`src/rtl/i2c_seq_pkg.sv`:
```
package i2c_seq_pkg;

    typedef enum logic [1:0] {
        ST_IDLE  = 2'd0,
        ST_FILL  = 2'd1,
        ST_HOLD  = 2'd2,
        ST_DRAIN = 2'd3
    } seq_state_t;

    typedef enum logic [1:0] {
        SEQ_OK  = 2'd0,
        SEQ_ERR = 2'd1,
        SEQ_TMO = 2'd2
    } seq_status_t;

    localparam int CMD_W    = 11;
    localparam int BIT_RD   = 8;
    localparam int BIT_STOP = 9;
    localparam int BIT_RS   = 10;

endpackage

```
`src/rtl/i2c_seq_room.sv`:
```
// Push permission and resume decision from the transmit FIFO level.
module i2c_seq_room #(
    parameter int DEPTH  = 64,
    parameter int LVL_W  = 7,
    parameter int SLACK  = 2,
    parameter int RESUME = 16
) (
    input  logic [LVL_W-1:0] tx_level,
    input  logic             rd_mode,
    output logic             room_ok,
    output logic             resume_ok
);
    localparam int WR_LIMIT = DEPTH;
    localparam int RD_LIMIT = DEPTH - SLACK;

    logic rd_room;
    logic wr_room;

    assign wr_room = int'(tx_level) < WR_LIMIT;

    generate
        if (SLACK == 0) begin : g_no_slack
            assign rd_room = wr_room;
        end else begin : g_slack
            assign rd_room = int'(tx_level) < RD_LIMIT;
        end
    endgenerate

    assign room_ok   = rd_mode ? rd_room : wr_room;
    assign resume_ok = int'(tx_level) <= RESUME;
endmodule

```
`src/rtl/i2c_seq_tagger.sv`:
```
// Builds one command entry from the phase, the running count and the flags.
module i2c_seq_tagger
    import i2c_seq_pkg::*;
#(
    parameter int CNT_W = 8
) (
    input  logic             phase2,
    input  logic             rd_mode,
    input  logic             want_rs,
    input  logic             want_sp,
    input  logic [CNT_W:0]   byte_cnt,
    input  logic [CNT_W:0]   total,
    input  logic [7:0]       src_data,
    output logic [CMD_W-1:0] word
);
    logic is_req;

    assign is_req = phase2 && rd_mode;

    always_comb begin
        word           = '0;
        word[7:0]      = is_req ? 8'h00 : src_data;
        word[BIT_RD]   = is_req;
        word[BIT_STOP] = want_sp && ((byte_cnt + 1'b1) == total);
        word[BIT_RS]   = want_rs && (byte_cnt == '0);
    end
endmodule

```
`src/rtl/i2c_seq_rxtrack.sv`:
```
// Counts bytes still expected on a read, forwards the receive FIFO head
// and flags a surplus in the receive FIFO.
module i2c_seq_rxtrack #(
    parameter int CNT_W = 8,
    parameter int LVL_W = 7
) (
    input  logic             clk,
    input  logic             rst_n,
    input  logic             load,
    input  logic [CNT_W-1:0] load_cnt,
    input  logic             active,
    input  logic [LVL_W-1:0] rx_level,
    input  logic             out_ready,
    output logic             out_valid,
    output logic             rx_pop,
    output logic             remain_zero,
    output logic             surplus
);
    logic [CNT_W-1:0] remain_q;

    assign out_valid   = active && (rx_level != '0);
    assign rx_pop      = out_valid && out_ready;
    assign remain_zero = (remain_q == '0);
    assign surplus     = active && (int'(rx_level) > int'(remain_q));

    always_ff @(posedge clk) begin
        if (!rst_n) begin
            remain_q <= '0;
        end else if (load) begin
            remain_q <= load_cnt;
        end else if (rx_pop && !remain_zero) begin
            remain_q <= remain_q - 1'b1;
        end
    end
endmodule

```
`src/rtl/i2c_cmd_seq.sv`:
```
// Two-phase command sequencer for an I2C master command FIFO.
module i2c_cmd_seq
    import i2c_seq_pkg::*;
#(
    parameter  int FIFO_DEPTH = 64,
    parameter  int CNT_W      = 8,
    parameter  int TX_RESUME  = 16,
    parameter  int RX_SLACK   = 2,
    localparam int LVL_W      = $clog2(FIFO_DEPTH + 1)
) (
    input  logic             clk,
    input  logic             rst_n,
    input  logic             start,
    input  logic             desc_read,
    input  logic             desc_restart,
    input  logic             desc_stop,
    input  logic [CNT_W-1:0] desc_len_a,
    input  logic [CNT_W-1:0] desc_len_b,
    output logic             busy,
    output logic             src_buf,
    output logic [CNT_W-1:0] src_idx,
    input  logic [7:0]       src_data,
    output logic             cmd_valid,
    input  logic             cmd_ready,
    output logic [CMD_W-1:0] cmd_word,
    input  logic [LVL_W-1:0] tx_level,
    input  logic [LVL_W-1:0] rx_level,
    output logic             rx_pop,
    input  logic [7:0]       rx_data,
    output logic             out_valid,
    input  logic             out_ready,
    output logic [7:0]       out_data,
    input  logic             abort,
    output logic             abort_clr,
    input  logic             tmo,
    output logic             done,
    output logic [1:0]       status
);
    seq_state_t  st_q, st_d;
    seq_status_t status_q, status_d;
    logic rd_q, rd_d, rs_q, rs_d, sp_q, sp_d, ph2_q, ph2_d;
    logic done_q, done_d, clr_q, clr_d;
    logic [CNT_W-1:0] la_q, la_d, lb_q, lb_d, idx_q, idx_d;
    logic [CNT_W:0]   bcnt_q, bcnt_d;

    logic [CNT_W-1:0] cur_len;
    logic [CNT_W:0]   total_w;
    logic             left, room_ok, resume_ok, remain_zero, surplus;
    logic             fault, push, rx_active, rx_load;

    assign cur_len   = ph2_q ? lb_q : la_q;
    assign left      = (idx_q != cur_len);
    assign total_w   = {1'b0, la_q} + {1'b0, lb_q};
    assign rx_active = (st_q != ST_IDLE) && rd_q;
    assign rx_load   = (st_q == ST_IDLE) && start;
    assign fault     = (st_q != ST_IDLE) && (abort || surplus || tmo);
    assign push      = cmd_valid && cmd_ready;

    i2c_seq_room #(
        .DEPTH (FIFO_DEPTH),
        .LVL_W (LVL_W),
        .SLACK (RX_SLACK),
        .RESUME(TX_RESUME)
    ) u_room (
        .tx_level (tx_level),
        .rd_mode  (rd_q),
        .room_ok  (room_ok),
        .resume_ok(resume_ok)
    );

    i2c_seq_tagger #(
        .CNT_W(CNT_W)
    ) u_tag (
        .phase2  (ph2_q),
        .rd_mode (rd_q),
        .want_rs (rs_q),
        .want_sp (sp_q),
        .byte_cnt(bcnt_q),
        .total   (total_w),
        .src_data(src_data),
        .word    (cmd_word)
    );

    i2c_seq_rxtrack #(
        .CNT_W(CNT_W),
        .LVL_W(LVL_W)
    ) u_rx (
        .clk        (clk),
        .rst_n      (rst_n),
        .load       (rx_load),
        .load_cnt   (desc_len_b),
        .active     (rx_active),
        .rx_level   (rx_level),
        .out_ready  (out_ready),
        .out_valid  (out_valid),
        .rx_pop     (rx_pop),
        .remain_zero(remain_zero),
        .surplus    (surplus)
    );

    // Next-state and datapath decisions
    always_comb begin
        st_d     = st_q;
        status_d = status_q;
        rd_d     = rd_q;
        rs_d     = rs_q;
        sp_d     = sp_q;
        ph2_d    = ph2_q;
        la_d     = la_q;
        lb_d     = lb_q;
        idx_d    = idx_q;
        bcnt_d   = bcnt_q;
        done_d   = 1'b0;
        clr_d    = 1'b0;

        if (fault) begin
            st_d   = ST_IDLE;
            done_d = 1'b1;
            if (abort) begin
                status_d = SEQ_ERR;
                clr_d    = 1'b1;
            end else if (surplus) begin
                status_d = SEQ_ERR;
            end else begin
                status_d = SEQ_TMO;
            end
        end else begin
            unique case (st_q)
                ST_IDLE: begin
                    if (start) begin
                        st_d   = ST_FILL;
                        rd_d   = desc_read;
                        rs_d   = desc_restart;
                        sp_d   = desc_stop;
                        la_d   = desc_len_a;
                        lb_d   = desc_len_b;
                        ph2_d  = (desc_len_a == '0);
                        idx_d  = '0;
                        bcnt_d = '0;
                    end
                end
                ST_FILL: begin
                    if (!left) begin
                        st_d = ST_DRAIN;
                    end else if (!room_ok) begin
                        st_d = ST_HOLD;
                    end else if (push) begin
                        bcnt_d = bcnt_q + 1'b1;
                        if (!ph2_q && ((idx_q + 1'b1) == la_q) && (lb_q != '0)) begin
                            ph2_d = 1'b1;
                            idx_d = '0;
                        end else begin
                            idx_d = idx_q + 1'b1;
                        end
                    end
                end
                ST_HOLD: begin
                    if (resume_ok) begin
                        st_d = ST_FILL;
                    end
                end
                ST_DRAIN: begin
                    if (rd_q ? remain_zero : (tx_level == '0)) begin
                        st_d     = ST_IDLE;
                        done_d   = 1'b1;
                        status_d = SEQ_OK;
                    end
                end
            endcase
        end
    end

    // State register
    always_ff @(posedge clk) begin
        if (!rst_n) begin
            st_q     <= ST_IDLE;
            status_q <= SEQ_OK;
            rd_q     <= 1'b0;
            rs_q     <= 1'b0;
            sp_q     <= 1'b0;
            ph2_q    <= 1'b0;
            la_q     <= '0;
            lb_q     <= '0;
            idx_q    <= '0;
            bcnt_q   <= '0;
            done_q   <= 1'b0;
            clr_q    <= 1'b0;
        end else begin
            st_q     <= st_d;
            status_q <= status_d;
            rd_q     <= rd_d;
            rs_q     <= rs_d;
            sp_q     <= sp_d;
            ph2_q    <= ph2_d;
            la_q     <= la_d;
            lb_q     <= lb_d;
            idx_q    <= idx_d;
            bcnt_q   <= bcnt_d;
            done_q   <= done_d;
            clr_q    <= clr_d;
        end
    end

    // Outputs
    always_comb begin
        busy      = (st_q != ST_IDLE);
        cmd_valid = (st_q == ST_FILL) && left && room_ok && !fault;
        src_buf   = ph2_q;
        src_idx   = idx_q;
        out_data  = rx_data;
        done      = done_q;
        status    = status_q;
        abort_clr = clr_q;
    end
endmodule

```
`config.mk`:
```
export PLATFORM = sky130hd
export DESIGN_NAME = i2c_cmd_seq
export DESIGN_NICKNAME = d
export VERILOG_FILES = /design/src/rtl/i2c_seq_pkg.sv /design/src/rtl/i2c_seq_room.sv /design/src/rtl/i2c_seq_tagger.sv /design/src/rtl/i2c_seq_rxtrack.sv /design/src/rtl/i2c_cmd_seq.sv
export SDC_FILE = /design/constraint.sdc
export NUM_CORES = 1
export LEC_CHECK = 0
export BUFFER_PORTS_ARGS = -buffer_cell sky130_fd_sc_hd__clkbuf_2
export CAP_MARGIN = 20
export CORE_MARGIN = 2
export CORE_UTILIZATION = 59
export CTS_CLUSTER_DIAMETER = 80
export DETAILED_ROUTE_END_ITERATION = 8
export PLACE_DENSITY = 0.84
export SLEW_MARGIN = 20
export SYNTH_ARGS = -nofsm -noshare
export SYNTH_HDL_FRONTEND = slang
export SYNTH_HIERARCHICAL = 1
export SYNTH_SLANG_ARGS = --single-unit
```
`constraint.sdc`:
```
create_clock -name clk -period 4.76 [get_ports clk]
set_input_delay 0.476 -clock clk [delete_from_list [all_inputs] [get_ports clk]]
set_output_delay 0.476 -clock clk [all_outputs]
set_load 0.01 [all_outputs]
```
==> run_results.csv, run 1 <==
group,metric,value,unit
outcome,status,"finished with violations",
outcome,violations,"design-rule violations",
placement,port_buffers,75,
worst_hold_path,hp-class,"in2reg",
global_route,grt_util_all_layers,26.86,%
layout,final_cell_mix,"clkbuf_2, nand2_1, dfxtp_1, a21oi_1",
logic_synthesis,yosys_warnings,6,
floorplanning,die_y,85.81,um
critical_path,cp_num_buf_inv,2,
routing,wl_per_cell,15.67,um
critical_path,worstSetupPathType,"reg2out",
routing,ant_nets,0,
clock_tree,clk_latency,0.31,ns
logic_synthesis,avgSynthCellArea,7.913,sq um
critical_path,cp_max_fo,4,
floorplanning,die-area,7363,sq um
critical_path,reg2reg_depth,9,
critical_path,cp_top_family,"compound AO/OA/AOI/OAI gates",
power_and_ir_drop,p_per_area,277.9,nW/um^2
clock_tree,cts_buffers,5,
critical_path,crit_path_end_kind,"output port",
layout,drive_gt1_share,18.44,%
timing,timing.final.crit_share,78.38,%
layout,stdcell_count,630,
critical_path,cp-startpoint,"la_q[0]",
critical_path,crit_end,"cmd_word[9]",
timing,slew_headroom,45.54,%
timing,finalWorstPathRequiredPeriod,3.731,ns
logic_synthesis,synthArstFlopShare,0,%
routing,drt_drc_violations_left,7,
floorplanning,placementRows,29,
clock_tree,root_buffer,"clkbuf_8",
clock_tree,cts_tree,"done",
floorplanning,core_area,6422,sq um
routing,viasPerCell,6.268,
critical_path,rr_startpoint,"u_rx/remain_q[4]",
logic_synthesis,synth_nets,577,
logic_synthesis,synth_area,3949,sq um
floorplanning,initial_core_util,61.48,%
power_and_ir_drop,peakVddDrop,0.2059,mV
critical_path,timing.rr.end,"bcnt_q[8]",
placement,placed_cells,622,
critical_path,worst_path_max_delay_cell,"fa_1",
timing,skew,0.005141,ns
floorplanning,die_x,85.81,um
critical_path,worstPathRequired,4.28,ns
critical_path,max_stage_delay,0.40,ns
logic_synthesis,synth-seq-cells,51,
routing,wl,9870,um
critical_path,worstPathArrival,3.25,ns
global_route,grt_first_pass_wirelength,16250,um
global_route,gr-total-overflow,0,
clock_tree,cts_setup_buffers,0,
clock_tree,clock_path_buffers,2,
logic_synthesis,syn_inst,499,
critical_path,cp.depth,13,
timing,fmax,0.2680,GHz
timing,final_hold_viol_count,0,
layout,final_nets,630,
logic_synthesis,synth_edf_count,0,
timing,worstMarginPinSlew,0.8119,ns
logic_synthesis,postSynth.topFlopCell,"dfxtp_1",
logic_synthesis,synth-seq-area-share,25.86,%
floorplanning,io_pins,92,
placement,dp_hpwl,7589,um
critical_path,regToRegSetupSlack,1.46,ns
clock_tree,htree_levels,2,
routing,firstDrtPassIters,7,
clock_tree,cts_hold_buf,0,
power_and_ir_drop,p_leak,1.726,nW
global_route,antenna_found_initial,0,
global_route,grt_pass1_vias,3659,
layout,post-route-util,67.43,%
layout,num-fill-cells,547,
clock_tree,cts_repair_resize_count,0,
timing,drv_slew,0,
critical_path,cp_cell_sequence,"ha_1 -> inv_1 -> fa_1 -> nor2b_1 -> o21ai_0 -> a21boi_0 -> nor2_1 -> xnor2_1 -> xnor2_1 -> o211ai_1 -> a211o_1 -> a2111oi_2 -> clkbuf_2",
clock_tree,clk_pin_slew,0.09,ns
timing,setup_viol,0,
layout,antenna_cells,0,
layout,syn_to_final_growth,9.664,%
layout,final_common_cell,"clkbuf_2",
clock_tree,numClockSinks,51,
global_route,grt_max_degree,35,
timing,grt_setup_unrepaired,"false",
logic_synthesis,yosysUniqueCellTypes,70,
routing,drt-initial-drc-count,326,
routing,vias,3949,
critical_path,worstSetupStartpointType,"flip-flop",
run,cap_violations,0,
critical_path,path_common_cell,"xnor2_1",
timing,tns,0,ns
placement,place.gp.congestion,0.9082,
==> Yosys cell counts (9+ instances only) <==
| master | n | share of area (%) |
|---|---|---|
| a21oi_1 | 42 | 5.3 |
| and2_1 | 13 | 2.1 |
| buf_4 | 13 | 2.5 |
| dfxtp_1 | 51 | 26 |
| ha_1 | 21 | 6.7 |
| inv_1 | 24 | 2.3 |
| mux2i_1 | 9 | 2.3 |
| nand2_1 | 67 | 6.4 |
| nand3_1 | 11 | 1.4 |
| nand4_1 | 11 | 1.7 |
| nor2_1 | 23 | 2.2 |
| nor4_1 | 15 | 2.4 |
| o21ai_0 | 22 | 2.8 |
| xnor2_1 | 24 | 5.3 |
| xor2_1 | 10 | 2.2 |
==> routing by layer <==
layer	up-vias	track usage [%]	wire length, um
met3	16	4.331	522
li1	1905	-	-
met1	1888	33.23	4310
met5	-	0	0
met4	0	7.937	140
met2	140	47.94	4898
==> how the worst min path moves through the flow <==
| stage | startpoint | end | slack (ns) | depth (start not counted) |
|---|---|---|---|---|
| after detailed placement | rs_q | rs_q | 0.45 | 2 |
| final | desc_read | rd_q | 0.38 | 3 |
| after global placement | rs_q | rs_q | 0.45 | 2 |
| after floorplan | rs_q | rs_q | 0.44 | 2 |
| after global routing | desc_read | rd_q | 0.39 | 3 |
| after CTS | desc_len_b[5] | lb_q[5] | 0.38 | 3 |
==> worst reg2reg max path, delay by kind of cell, from the launching register on <==
| family | cells | cell delay (ns) |
|---|---|---|
| adders and majority gates | 1 | 0.34 |
| buffers and inverters | 1 | 0.12 |
| AOI/OAI and AO/OA | 4 | 1.03 |
| and+or+nand+nor | 3 | 1.34 |
| DFF | 1 | 0.40 |
==> metrics by stage <==
step | instance area, sq um | hold WS (ns) | worst slack (ns) | total power [mW]
after CTS | 4330 | 0.3849 | 1.033 | 1.200
after floorplan | 3949 | 0.4365 | 1.729 | 0.8238
final | 4330 | 0.3845 | 1.029 | 1.204
after global placement | 4227 | 0.4459 | 1.538 | 0.9065
after global routing | 4330 | 0.3894 | 0.7412 | 1.275
after detailed placement | 4227 | 0.4499 | 1.380 | 0.9254
==> sequential cells by signal, summed over array words and instances, names as in the netlist <==
name,cells
bcnt_q,9
la_q,8
lb_q,8
src_idx,8
u_rx/remain_q,8
st_q,2
status,2
abort_clr,1
done,1
rd_q,1
rs_q,1
sp_q,1
src_buf,1
==> power by group <==
group | leakage [nW] | internal (mW) | switching (mW) | total (mW)
Combinational | 1.26 | 0.167 | 0.245 | 0.412
Clock | 0.0505 | 0.132 | 0.146 | 0.279
Sequential | 0.417 | 0.462 | 0.0512 | 0.513
Total | 1.73 | 0.761 | 0.443 | 1.20
==> layout make-up <==
cell class	count	area, sq um	area share [%]
Multi-Input combinational cell	390	2620	60.50
Sequential cell	51	1021	23.58
Timing Repair Buffer	76	382.9	8.841
Inverter	28	106.4	2.456
Clock buffer	7	96.34	2.225
Tap cell	77	96.34	2.225
Clock inverter	1	7.507	0.1734
==> kinds of logic (layout without fill, tap and decap cells) <==
family / count (synthesis) / in the layout / share of synthesized area, %
compound gates: 127 / 127 / 21.96
xor+xnor: 34 / 34 / 7.541
fa+ha+maj: 22 / 22 / 7.161
buf+inv: 58 / 112 / 7.795
flops: 51 / 51 / 25.86
mux: 9 / 9 / 2.281
simple gates: 198 / 198 / 27.41
No activity file was read; power rests on OpenSTA's default activity.
==> run 2, diff against run 1 <==
Settings changed: CORE_UTILIZATION 59 to 50, PLACE_DENSITY 0.84 to 0.76.
Clock period 4.76 ns to 3.1 ns, I/O delays scaled along.
==> run_results.csv, run 2 (synthesis results as in run 1) <==
group,metric,value,unit
outcome,status,"finished with violations",
outcome,violations,"negative setup slack",
clock_tree,htree_levels,2,
global_route,met3_usage,3.499,%
critical_path,cp_max_fo,2,
global_route,top_usage_layer,"met2",
timing,slew_headroom,57.25,%
critical_path,worst_path_max_delay_cell,"a2111oi_4",
timing,hold_ws,0.2147,ns
critical_path,max_stage_delay,0.40,ns
layout,final_cell_mix,"clkbuf_2, nand2_1, dfxtp_1, a21oi_1, buf_4",
clock_tree,cts_tree,"done",
global_route,grt_first_pass_wirelength,17480,um
routing,firstDrtPassIters,4,
clock_tree,root_buffer,"clkbuf_8",
routing,drt-initial-drc-count,282,
timing,drv_slew,0,
critical_path,crit_path_end_kind,"output port",
timing,worstMarginPinSlew,0.6398,ns
worst_hold_path,min_path_cells,3,
floorplanning,die_y,92.87,um
layout,syn_to_final_growth,17.81,%
timing,setup_viol,1,
global_route,grt_util_all_layers,24.71,%
clock_tree,numClockSinks,51,
critical_path,cp-startpoint,"lb_q[0]",
routing,ant_nets,0,
power_and_ir_drop,p_per_area,409.6,nW/um^2
timing,grt_setup_unrepaired,"true",
worst_hold_path,hp-class,"in2reg",
clock_tree,clock_path_buffers,2,
routing,viasPerCell,5.858,
layout,largest_register_ffs,9,
timing,final_hold_viol_count,0,
placement,place.gp.congestion,0.8529,
critical_path,rr_startpoint,"st_q[1]",
floorplanning,initial_core_util,51.37,%
critical_path,regToRegSetupSlack,0.27,ns
routing,drt_drc_violations_left,0,
placement,dp_hpwl,7766,um
floorplanning,die_x,92.87,um
layout,final_area,4652,sq um
power_and_ir_drop,p_leak,1.872,nW
critical_path,worstPathRequired,2.79,ns
critical_path,timing.rr.end,"src_idx[2]",
layout,drive_gt1_share,25.47,%
timing,finalWorstPathRequiredPeriod,3.365,ns
global_route,grt_pass1_vias,3734,
clock_tree,cts_buffers,5,
critical_path,path_common_cell,"o21ai_1",
layout,antenna_cells,0,
clock_tree,clk_pin_slew,0.09,ns
global_route,grt_max_degree,34,
routing,vias,4001,
routing,wl,10560,um
floorplanning,core_area,7687,sq um
floorplanning,io_pins,92,
critical_path,crit_end,"cmd_word[9]",
power_and_ir_drop,peakVddDrop,0.2110,mV
run,cap_violations,0,
layout,final_common_cell,"clkbuf_2",
critical_path,worstSetupStartpointType,"flip-flop",
routing,wl_per_cell,15.46,um
global_route,antenna_found_initial,0,
layout,regMostFlops,"bcnt_q",
critical_path,worstPathArrival,3.05,ns
global_route,gr-total-overflow,0,
floorplanning,die-area,8625,sq um
timing,timing.final.crit_share,108.5,%
clock_tree,clk_latency,0.31,ns
placement,port_buffers,75,
critical_path,worstSetupPathType,"reg2out",
timing,setup_slack,-0.2646,ns
timing,fmax,0.2972,GHz
placement,placed_cell_area,4400,sq um
critical_path,cp_cell_sequence,"ha_4 -> inv_2 -> fa_2 -> nor2b_1 -> o21ai_1 -> a21boi_1 -> o21ai_1 -> nand2b_1 -> buf_4 -> xor2_2 -> xor2_1 -> nand4_1 -> a2111oi_4 -> buf_2",
critical_path,reg2reg_depth,11,
global_route,use_met2,41.61,%
floorplanning,placementRows,32,
layout,final_nets,659,
timing,skew,0.005819,ns
global_route,use_met1,32.82,%
[run 2: cell count changes in the layout (fill, tap and decap cells not counted), sizes merged]
cell,before,now
buf,1,31
clkbuf,82,80
clkinv,3,4
clkinvlp,1,0
[run 2: per-stage QoR]
stage | setup slack [ns] | setup TNS [ns] | utilization [%] | total power, mW | cells
after global routing | -0.4096 | -0.4096 | 60.51 | 2.015 | 683
after global placement | 0.08428 | 0 | 57.24 | 1.437 | 666
after CTS | -0.1965 | -0.1965 | 59.59 | 1.879 | 680
final | -0.2646 | -0.2646 | 60.51 | 1.906 | 683
after floorplan | 0.2351 | 0 | - | 1.265 | 499
after detailed placement | -0.009595 | -0.009595 | 57.24 | 1.457 | 666
[run 2: worst max-delay path, delay by kind of cell, from the launching register on]
kind                     cells  cell delay [ns]
AO/OA/AOI/OAI                4             0.78
XOR/XNOR                     2             0.38
adder cells (fa/ha/maj)      2             0.47
buffers and inverters        3             0.33
flip-flops                   1             0.36
AND/OR/NAND/NOR              3             0.42
[run 2: how the worst min path moves through the flow]
stage | start | endpoint | slack (ns)
finish | desc_stop | sp_q | 0.21
global route | desc_stop | sp_q | 0.23
CTS | desc_stop | sp_q | 0.22
detailed placement | sp_q | sp_q | 0.46
global placement | sp_q | sp_q | 0.45
floorplan | rs_q | rs_q | 0.44
[run 2: routing by layer]
layer	up-vias	share of wire, %
met5	-	0
met4	0	1.6
met3	20	5.4
met2	155	47
met1	1874	46
li1	1952	-
[run 2: layout make-up]
type                       instances  area, sq um
fill                             696         3035
multi-input combinational        390         2701
sequential                        51         1028
timing repair buffer             105        600.6
tap                              102        127.6
inverter                          28        106.4
clock buffer                       6        82.58
clock inverter                     1        5.005
[run 2: report_power, final]
group	switching, mW	internal [mW]
Clock	0.221	0.176
Sequential	0.0727	0.710
Combinational	0.410	0.315
Total	0.704	1.20
[run 2: repair_timing]
action                                  CTS  global route
resized for setup                        12            14
endpoints found under the setup margin    1            18
setup buffers                             7             3
pin swaps                                 8            12
hold buffers                              0             0
==> run 3, diff against run 2 <==
Settings changed: ABC_AREA set to 1, CORE_UTILIZATION 50 to 51.
==> run_results.csv, run 3 <==
group,metric,value,unit
timing,fmax,0.3406,GHz
layout,post-route-util,58.88,%
logic_synthesis,postSynth.topFlopCell,"dfxtp_1",
global_route,grt_first_pass_wirelength,19710,um
placement,place.gp.congestion,0.9994,
power_and_ir_drop,p_per_area,844.0,nW/um^2
timing,slew_headroom,57.18,%
outcome,status,"finished, final reports clean",
global_route,met3_usage,3.324,%
layout,antenna_cells,0,
worst_hold_path,worstHoldStart,"abort",
critical_path,cp-startpoint,"la_q[3]",
timing,skew,0.009546,ns
global_route,grt_pass1_vias,4424,
timing,final_hold_viol_count,0,
logic_synthesis,synth_top_area_share,23.31,%
timing,setup_viol,0,
logic_synthesis,synth_edf_count,0,
global_route,antenna_found_initial,0,
logic_synthesis,yosys-top-cells-count,"nand2_1, nor2_1, inv_1, nand3_1",
critical_path,worstPathRequired,2.79,ns
routing,drt-initial-drc-count,354,
timing,drv_slew,0,
logic_synthesis,yosysUniqueCellTypes,39,
critical_path,crit_path_end_kind,"output port",
clock_tree,clk_latency,0.32,ns
floorplanning,placementRows,33,
power_and_ir_drop,p_switching,2.113,mW
layout,final_common_cell,"nand2_1",
floorplanning,die_y,96.68,um
clock_tree,clock_path_buffers,2,
global_route,grt_max_degree,37,
critical_path,rr_startpoint,"u_rx/remain_q[1]",
logic_synthesis,synth-seq-cells,51,
routing,wl,11680,um
clock_tree,htree_levels,2,
floorplanning,die-area,9346,sq um
clock_tree,cts_buffers,5,
layout,largest_register_ffs,9,
routing,vias,4701,
power_and_ir_drop,peakVddDrop,0.3492,mV
placement,port_buffers,75,
worst_hold_path,min_path_cells,3,
critical_path,worstSetupStartpointType,"flip-flop",
logic_synthesis,avgSynthCellArea,6.092,sq um
logic_synthesis,yosysMostFrequentCell,"nand2_1",
placement,placed_cells,873,
floorplanning,io_pins,92,
clock_tree,numClockSinks,51,
floorplanning,initial_core_util,53.05,%
logic_synthesis,synth_nets,797,
critical_path,worstPathArrival,2.63,ns
floorplanning,core_area,8258,sq um
power_and_ir_drop,p_leak,2.395,nW
timing,hold_ws,0.2346,ns
logic_synthesis,synth_area_leader_cell,"dfxtp_1",
power_and_ir_drop,p_clk_share,12.5,%
floorplanning,die_x,96.68,um
critical_path,cp_max_fo,4,
layout,final_nets,854,
routing,firstDrtPassIters,5,
power_and_ir_drop,power_frac_comb,59.4,%
critical_path,timing.rr.end,"bcnt_q[1]",
timing,timing.final.crit_share,94.70,%
power_and_ir_drop,p_seq_share,28.1,%
layout,drive_gt1_share,17.89,%
routing,ant_nets,0,
routing,wl_per_cell,13.24,um
logic_synthesis,syn_inst,719,
global_route,top_usage_layer,"met2",
layout,final_cell_mix,"nand2_1, nor2_1, inv_1, clkbuf_2, nand3_1",
logic_synthesis,synth-seq-area-share,23.31,%
global_route,use_met1,31.18,%
layout,regMostFlops,"bcnt_q",
global_route,use_met2,43.43,%
global_route,grt_util_all_layers,24.65,%
worst_hold_path,hp-class,"in2reg",
layout,stdcell_count,882,
logic_synthesis,synth_area,4380,sq um
critical_path,regToRegSetupSlack,0.45,ns
layout,syn_to_final_growth,11.00,%
critical_path,worstSetupPathType,"reg2out",
power_and_ir_drop,p_int,1.990,mW
timing,finalWorstPathRequiredPeriod,2.936,ns
routing,drt_drc_violations_left,0,
clock_tree,cts_tree,"done",
clock_tree,clk_pin_slew,0.10,ns
run,cap_violations,0,
clock_tree,cts_hold_buf,0,
timing,worstMarginPinSlew,0.6423,ns
critical_path,reg2reg_depth,16,
logic_synthesis,yosys_warnings,6,
routing,viasPerCell,5.330,
logic_synthesis,synth_area_leaders,"dfxtp_1, nand2_1, nand3_1, nor2_1, inv_1",
power_and_ir_drop,swShare,51.50,%
worst_hold_path,hold_end,"abort_clr",
global_route,gr-total-overflow,0,
placement,dp_hpwl,9188,um
clock_tree,root_buffer,"clkbuf_8",
logic_synthesis,synthArstFlopShare,0,%
==> run 3: changes by cell type after synthesis, moves of 13 or more <==
cell     delta
inv_1      +58
and2_1     -13
xnor2_1    -19
o21ai_0    +15
nand2_1   +134
nand3_1    +55
nor2_1     +65
==> run 3: power groups by stage <==
| stage | Combinational, mW | Sequential [mW] | Clock (mW) |
|---|---|---|---|
| final | 2.44 | 1.15 | 0.514 |
| after global routing | 2.76 | 1.18 | 0.544 |
| after CTS | 2.40 | 1.14 | 0.517 |
| after detailed placement | 2.39 | 1.15 | 0 |
| after global placement | 2.31 | 1.14 | 0 |
| after floorplan | 1.98 | 1.06 | 0 |
==> run 3: per-stage QoR <==
stage | TNS, ns | area, sq um | setup WS (ns) | power, mW
final | 0 | 4862 | 0.1643 | 4.104
after global routing | -0.05275 | 4862 | -0.05275 | 4.485
after CTS | 0 | 4825 | 0.009255 | 4.056
after detailed placement | 0 | 4703 | 0.3703 | 3.538
after global placement | 0 | 4703 | 0.4261 | 3.455
after floorplan | 0 | 4380 | 0.6302 | 3.032
==> run 3: cell families after synthesis <==
group,after synthesis,share of synthesized area [%]
AOI/OAI and AO/OA,95,11.31
buffers and inverters,122,12.68
adders and majority gates,22,6.455
xor gates and xnor gates,16,3.199
DFF,51,23.31
and+or+nand+nor,413,43.05
==> run 3: worst max-delay path by stage <==
stage / end / slack, ns / cells past startpoint
final: cmd_word[9] / 0.16 / 14
after global routing: cmd_word[9] / -0.05 / 14
after global placement: cmd_word[9] / 0.43 / 15
after detailed placement: cmd_word[9] / 0.37 / 15
after CTS: cmd_word[9] / 0.009 / 15
after floorplan: cmd_word[9] / 0.63 / 14
==> run 3: per-layer routing <==
metal | part of all wire [%] | routed length, um | vias to the layer above
met5 | 0 | 0 | -
met2 | 48 | 5635 | 175
li1 | - | - | 2393
met3 | 6.3 | 738 | 25
met4 | 2.2 | 261 | 0
met1 | 43 | 5043 | 2108
==> run 3: layout make-up <==
type | count | area, sq um
clock buffers | 6 | 82.58
repair buffers | 79 | 405.4
flip-flops and latches | 51 | 1027
well taps | 105 | 131.4
clock inverters | 2 | 38.79
inverters | 93 | 349.1
multi-input cells | 546 | 2828
fillers | 822 | 3396
==> run 3: what timing repair did <==
| action | in CTS | in global routing |
|---|---|---|
| setup buffers | 0 | 1 |
| endpoints found under the hold margin | 0 | 0 |
| endpoints found under the setup margin | 0 | 1 |
| gates resized for setup | 0 | 10 |
==> run 3: worst max-delay path, stage by stage (launching register included) <==
cell and delay (ns):
dfxtp_1 0.43, ha_1 0.31, a21oi_1 0.21, o21ai_2 0.10, a21oi_1 0.14, nor2_1 0.05, nor2_1 0.15, o21ai_0 0.10
a21o_1 0.17, xnor2_1 0.18, o21ai_0 0.11, nand2_1 0.07, nand2_1 0.05, nor2_1 0.10, clkbuf_2 0.13
